File: config.mk
export PLATFORM = sky130hd
export DESIGN_NAME = bidir_tick_counter
export DESIGN_NICKNAME = d
export VERILOG_FILES = /design/src/rtl/bdc_pkg.sv /design/src/rtl/bdc_tick_select.sv /design/src/rtl/bdc_count_reg.sv /design/src/rtl/bdc_ovf_flag.sv /design/src/rtl/bidir_tick_counter.sv
export SDC_FILE = /design/constraint.sdc
export NUM_CORES = 1
export LEC_CHECK = 0
export BUFFER_PORTS_ARGS = -buffer_cell sky130_fd_sc_hd__buf_2
export CORE_MARGIN = 2
export CORE_UTILIZATION = 51
export DETAILED_ROUTE_END_ITERATION = 8
export GPL_ROUTABILITY_DRIVEN = 0
export PLACE_DENSITY_LB_ADDON = 0.08
export SETUP_SLACK_MARGIN = 0.5
export SLEW_MARGIN = 20
export SYNTH_ARGS = -nofsm -noshare
export SYNTH_HDL_FRONTEND = slang
export SYNTH_SLANG_ARGS = --single-unit
export TNS_END_PERCENT = 50
File: constraint.sdc
create_clock -name clk -period 3.4 [get_ports clk]
set_input_delay 0.17 -clock clk [delete_from_list [all_inputs] [get_ports clk]]
set_output_delay 0.17 -clock clk [all_outputs]
set_load 0.005 [all_outputs]
File: src/rtl/bdc_pkg.sv
package bdc_pkg;

  typedef enum logic [2:0] {
    ACT_HOLD,
    ACT_LOAD,
    ACT_CLEAR,
    ACT_INC,
    ACT_DEC
  } cnt_act_e;

  // Priority: processor load, then clear, then step, all but load need a tick.
  function automatic cnt_act_e pick_action(input logic wr, input logic tick,
                                           input logic clr, input logic en,
                                           input logic down);
    cnt_act_e a;
    if (wr)                a = ACT_LOAD;
    else if (!tick)        a = ACT_HOLD;
    else if (clr)          a = ACT_CLEAR;
    else if (en && down)   a = ACT_DEC;
    else if (en)           a = ACT_INC;
    else                   a = ACT_HOLD;
    return a;
  endfunction

endpackage

File: src/rtl/bdc_tick_select.sv
module bdc_tick_select #(
  parameter int SEL_W    = 4,
  parameter bit HAS_FAST = 1'b1
) (
  input  logic             sys_tick,
  input  logic             fast_tick,
  input  logic [SEL_W-1:0] clk_sel,
  input  logic             fast_en,
  output logic             timer_tick
);
  logic src_tick;
  logic sel_on;

  assign sel_on = |clk_sel;

  generate
    if (HAS_FAST) begin : g_two_src
      assign src_tick = fast_en ? fast_tick : sys_tick;
    end else begin : g_sys_only
      logic unused_fast;
      assign unused_fast = fast_tick ^ fast_en;
      assign src_tick    = sys_tick;
    end
  endgenerate

  assign timer_tick = sel_on & src_tick;
endmodule

File: src/rtl/bdc_count_reg.sv
module bdc_count_reg
  import bdc_pkg::*;
#(
  parameter int W = 8
) (
  input  logic         clk,
  input  logic         rst_n,
  input  cnt_act_e     act,
  input  logic [W-1:0] load_val,
  output logic [W-1:0] count,
  output logic         at_top,
  output logic         at_bottom,
  output logic         evt_up_wrap,
  output logic         evt_down_bottom
);
  localparam logic [W-1:0] CNT_MAX = {W{1'b1}};
  localparam logic [W-1:0] CNT_MIN = '0;
  localparam logic [W-1:0] CNT_ONE = {{(W-1){1'b0}}, 1'b1};

  function automatic logic [W-1:0] next_count(input cnt_act_e a,
                                               input logic [W-1:0] cur,
                                               input logic [W-1:0] ld);
    logic [W-1:0] n;
    case (a)
      ACT_LOAD:  n = ld;
      ACT_CLEAR: n = CNT_MIN;
      ACT_INC:   n = cur + CNT_ONE;
      ACT_DEC:   n = cur - CNT_ONE;
      default:   n = cur;
    endcase
    return n;
  endfunction

  always_ff @(posedge clk or negedge rst_n) begin
    if (!rst_n) count <= CNT_MIN;
    else        count <= next_count(act, count, load_val);
  end

  assign at_top          = (count == CNT_MAX);
  assign at_bottom       = (count == CNT_MIN);
  assign evt_up_wrap     = (act == ACT_INC) && (count == CNT_MAX);
  assign evt_down_bottom = (act == ACT_DEC) && (count == CNT_ONE);
endmodule

File: src/rtl/bdc_ovf_flag.sv
module bdc_ovf_flag (
  input  logic clk,
  input  logic rst_n,
  input  logic dual_slope,
  input  logic evt_up_wrap,
  input  logic evt_down_bottom,
  input  logic ovf_clr,
  output logic ovf_flag
);
  logic set_evt;

  assign set_evt = dual_slope ? evt_down_bottom : evt_up_wrap;

  always_ff @(posedge clk or negedge rst_n) begin
    if (!rst_n)       ovf_flag <= 1'b0;
    else if (set_evt) ovf_flag <= 1'b1;
    else if (ovf_clr) ovf_flag <= 1'b0;
  end
endmodule

File: src/rtl/bidir_tick_counter.sv
module bidir_tick_counter
  import bdc_pkg::*;
#(
  parameter int W     = 8,
  parameter int SEL_W = 4
) (
  input  logic             clk,
  input  logic             rst_n,
  input  logic             sys_tick,
  input  logic             fast_tick,
  input  logic [SEL_W-1:0] clk_sel,
  input  logic             fast_en,
  input  logic             cnt_en,
  input  logic             cnt_down,
  input  logic             cnt_clr,
  input  logic             dual_slope,
  input  logic             cpu_wr,
  input  logic [W-1:0]     cpu_wdata,
  input  logic             ovf_clr,
  output logic [W-1:0]     cpu_rdata,
  output logic             at_top,
  output logic             at_bottom,
  output logic             ovf_flag
);
  logic         timer_tick;
  cnt_act_e     act;
  logic [W-1:0] count;
  logic         evt_up_wrap;
  logic         evt_down_bottom;

  bdc_tick_select #(.SEL_W(SEL_W), .HAS_FAST(1'b1)) u_tick (
    .sys_tick  (sys_tick),
    .fast_tick (fast_tick),
    .clk_sel   (clk_sel),
    .fast_en   (fast_en),
    .timer_tick(timer_tick)
  );

  assign act = pick_action(cpu_wr, timer_tick, cnt_clr, cnt_en, cnt_down);

  bdc_count_reg #(.W(W)) u_cnt (
    .clk            (clk),
    .rst_n          (rst_n),
    .act            (act),
    .load_val       (cpu_wdata),
    .count          (count),
    .at_top         (at_top),
    .at_bottom      (at_bottom),
    .evt_up_wrap    (evt_up_wrap),
    .evt_down_bottom(evt_down_bottom)
  );

  bdc_ovf_flag u_ovf (
    .clk            (clk),
    .rst_n          (rst_n),
    .dual_slope     (dual_slope),
    .evt_up_wrap    (evt_up_wrap),
    .evt_down_bottom(evt_down_bottom),
    .ovf_clr        (ovf_clr),
    .ovf_flag       (ovf_flag)
  );

  assign cpu_rdata = count;
endmodule

==> results.cfg <==
[yosys]
yosysWarningCount = 0
synthCells = 101
avgSynthCellArea_sq_um = 8.29
synth_area_sq_um = 837
synth_edf_count = 0
syn_nets = 128
ys.flop_type = dfrtp_1
ys_types = 42
synth-seq-cells = 9
yosysSeqAreaShare_pct = 26.9
synthArstFlopShare_pct = 100

[critical_path]
startpoint_type = flop
cp_max_fo = 9
critPathKind = flop to primary output
arrival_ns = 1.79
cp-end-kind = primary output
critPathRequiredTime_ns = 3.23

[sta]
finalSetupTns_ns = 0
fin_ws_ns = 1.44
rsz0062_at_grt = false
max_slew_margin_pct = 44.1
slew_violations = 0
post-route-period-util_pct = 57.8
hold_viol = 0
final-setup-viol-count = 0
finClkSkew_ns = 0.000293
worst_pin_slew_ns = 0.832
min_period_ns = 1.96
timing.fmax_mhz = 509

[pwr]
power_leakage_uw = 0.000477
power_density_nw_per_um2 = 341
ir_worst_vdd_uv = 217
power_uw = 352

[cts]
path_clk_slew_ns = 0.07
post_cts_buffers = 0
cts_tree = built
clock-sinks = 9
clkLatencyLatePin_ns = 0.27
htree_levels = 1
root_buffer = clkbuf_4
post_cts_resized = 0
clk_path_buf_depth = 2
numCtsBuffers = 3

[drt]
viasPerCell = 5.94
wl_per_cell_um = 13.9
first_pass_iters = 4
ant_nets = 0
drtIter0Drc = 13
drc = 0
num_vias = 891
drt-total-wl_um = 2080

[placed_design]
place_area_sq_um = 996
io_buffers = 33
dp_cells = 145
pre_cts_ws_ns = 1.47
dp_hpwl_um = 1530

[hold_path]
hold_class = input port to flop

[global_routing]
overflow = 0
antenna_found_initial = 0
grt_pass1_wl_um = 3480
grt_pass1_vias = 794
grt_max_degree = 15
grt_usage_pct = 24.1

[die]
core.rowCount = 14
die_h_um = 44.5
ios = 34
initial_utilization_pct = 54.9
core-area_sq_um = 1520
die-area_sq_um = 1980
fp.dieW_um = 44.5

[cells_and_area]
multi_input_area_sq_um = 556
drive_above_1_share_pct = 32.1
final-seq-area_sq_um = 225
layout.cells.non_filler = 150
num_antenna_cells = 0
layout.nets = 162
final_area_sq_um = 1030
synthToLayoutAreaGrowth_pct = 23.3
num-fill-cells = 138

[status]
status = complete, no violations

[flow_run]
drv_cap = 0
## critical path, cell delays in order (launching register included)
cell	delay (ns)
dfrtp_1	0.46
or4_1	0.59
nor3_1	0.22
and2_1	0.16
buf_2	0.10
## power by group
| part | leakage (uW) | switching [uW] | internal [uW] |
|---|---|---|---|
| clock network | 0.0000150 | 43.3 | 45.5 |
| registers | 0.000108 | 30.2 | 119 |
| logic | 0.000354 | 54.5 | 59.5 |
| total | 0.000477 | 128 | 224 |
## kinds of logic (layout without fill, tap and decap cells)
logic type                 Yosys count  after routing  synth area share, %
xor gates and xnor gates             7              7                 7.32
AOI/OAI and AO/OA                   23             23                 20.3
and+or+nand+nor                     44             44                 30.3
muxes                                2              2                 2.39
DFF                                  9              9                 26.9
buffers and inverters               12             45                 6.73
adders and majority gates            4              4                 5.98
## cell usage after synthesis (2+ instances only)
master,n,area [sq um]
o21ai_0,3,15.0
dfrtp_1,9,225
o22ai_1,2,12.5
nand2b_1,3,18.8
mux2i_1,2,20.0
nor3_1,3,15.0
a21oi_1,4,20.0
ha_1,4,50.1
xnor2_1,5,43.8
and2_1,2,12.5
o31ai_1,2,15.0
clkbuf_1,4,15.0
nor4_1,3,18.8
o21a_1,2,15.0
nand3_1,9,45.0
nor2b_1,4,25.0
inv_1,6,22.5
nand2_1,6,22.5
nor2_1,4,15.0
xor2_1,2,17.5
## layer usage
layer	global-route usage [%]	routed length, um
met5	0	0
met1	32.2	927
met4	9.09	24
met2	38.6	979
met3	4.08	152
## sequential cells by signal (all words and copies together) (netlist names)
name            count
u_cnt.count         8
u_ovf.ovf_flag      1
## area by class of cell
type | count | share of cell area [%]
Tap cell | 16 | 1.94
Clock buffer | 4 | 2.55
Multi-Input combinational cell | 80 | 53.8
Timing Repair Buffer | 35 | 17.7
Inverter | 6 | 2.18
Sequential cell | 9 | 21.8
## what timing repair did
action / CTS / global route
endpoints found under the setup margin: 0 / 0
hold buffers: 1 / 0
endpoints found under the hold margin: 9 / 0
## final timing paths
path	startpoint	end	slack, ns	cells after the start
setup reg to reg	u_cnt.count[0]	u_cnt.count[5]	1.45	5
hold reg to reg	u_ovf.ovf_flag	u_ovf.ovf_flag	0.52	2
min in group asynchronous	rst_n	u_ovf.ovf_flag	0.29	2
max in group asynchronous	rst_n	u_cnt.count[4]	2.92	2
setup / recovery	u_cnt.count[5]	at_bottom	1.44	4
hold / removal	cpu_wdata[2]	u_cnt.count[2]	0.14	2
## per-stage QoR
stage / hold slack [ns] / util [%]
after floorplan: -0.126 / -
after global placement: 0.0396 / 65.4
after detailed placement: 0.0407 / 65.4
after CTS: 0.140 / 67.7
after global routing: 0.150 / 67.7
final: 0.138 / 67.7
## cell usage in the layout, fill, tap and decap left out, types with 2 or more instances in the layout
master / netlist / final
buf_2: 0 / 33
nand3_1: 9 / 9
dfrtp_1: 9 / 9
inv_1: 6 / 6
nand2_1: 6 / 6
xnor2_1: 5 / 5
nor2_1: 4 / 4
nor2b_1: 4 / 4
a21oi_1: 4 / 4
ha_1: 4 / 4
nor3_1: 3 / 3
nor4_1: 3 / 3
o21ai_0: 3 / 3
nand2b_1: 3 / 3
clkbuf_4: 0 / 3
and2_1: 2 / 2
mux2i_1: 2 / 2
o22ai_1: 2 / 2
o21a_1: 2 / 2
xor2_1: 2 / 2
o31ai_1: 2 / 2
Note: power is estimated with default switching activity, not from simulation.
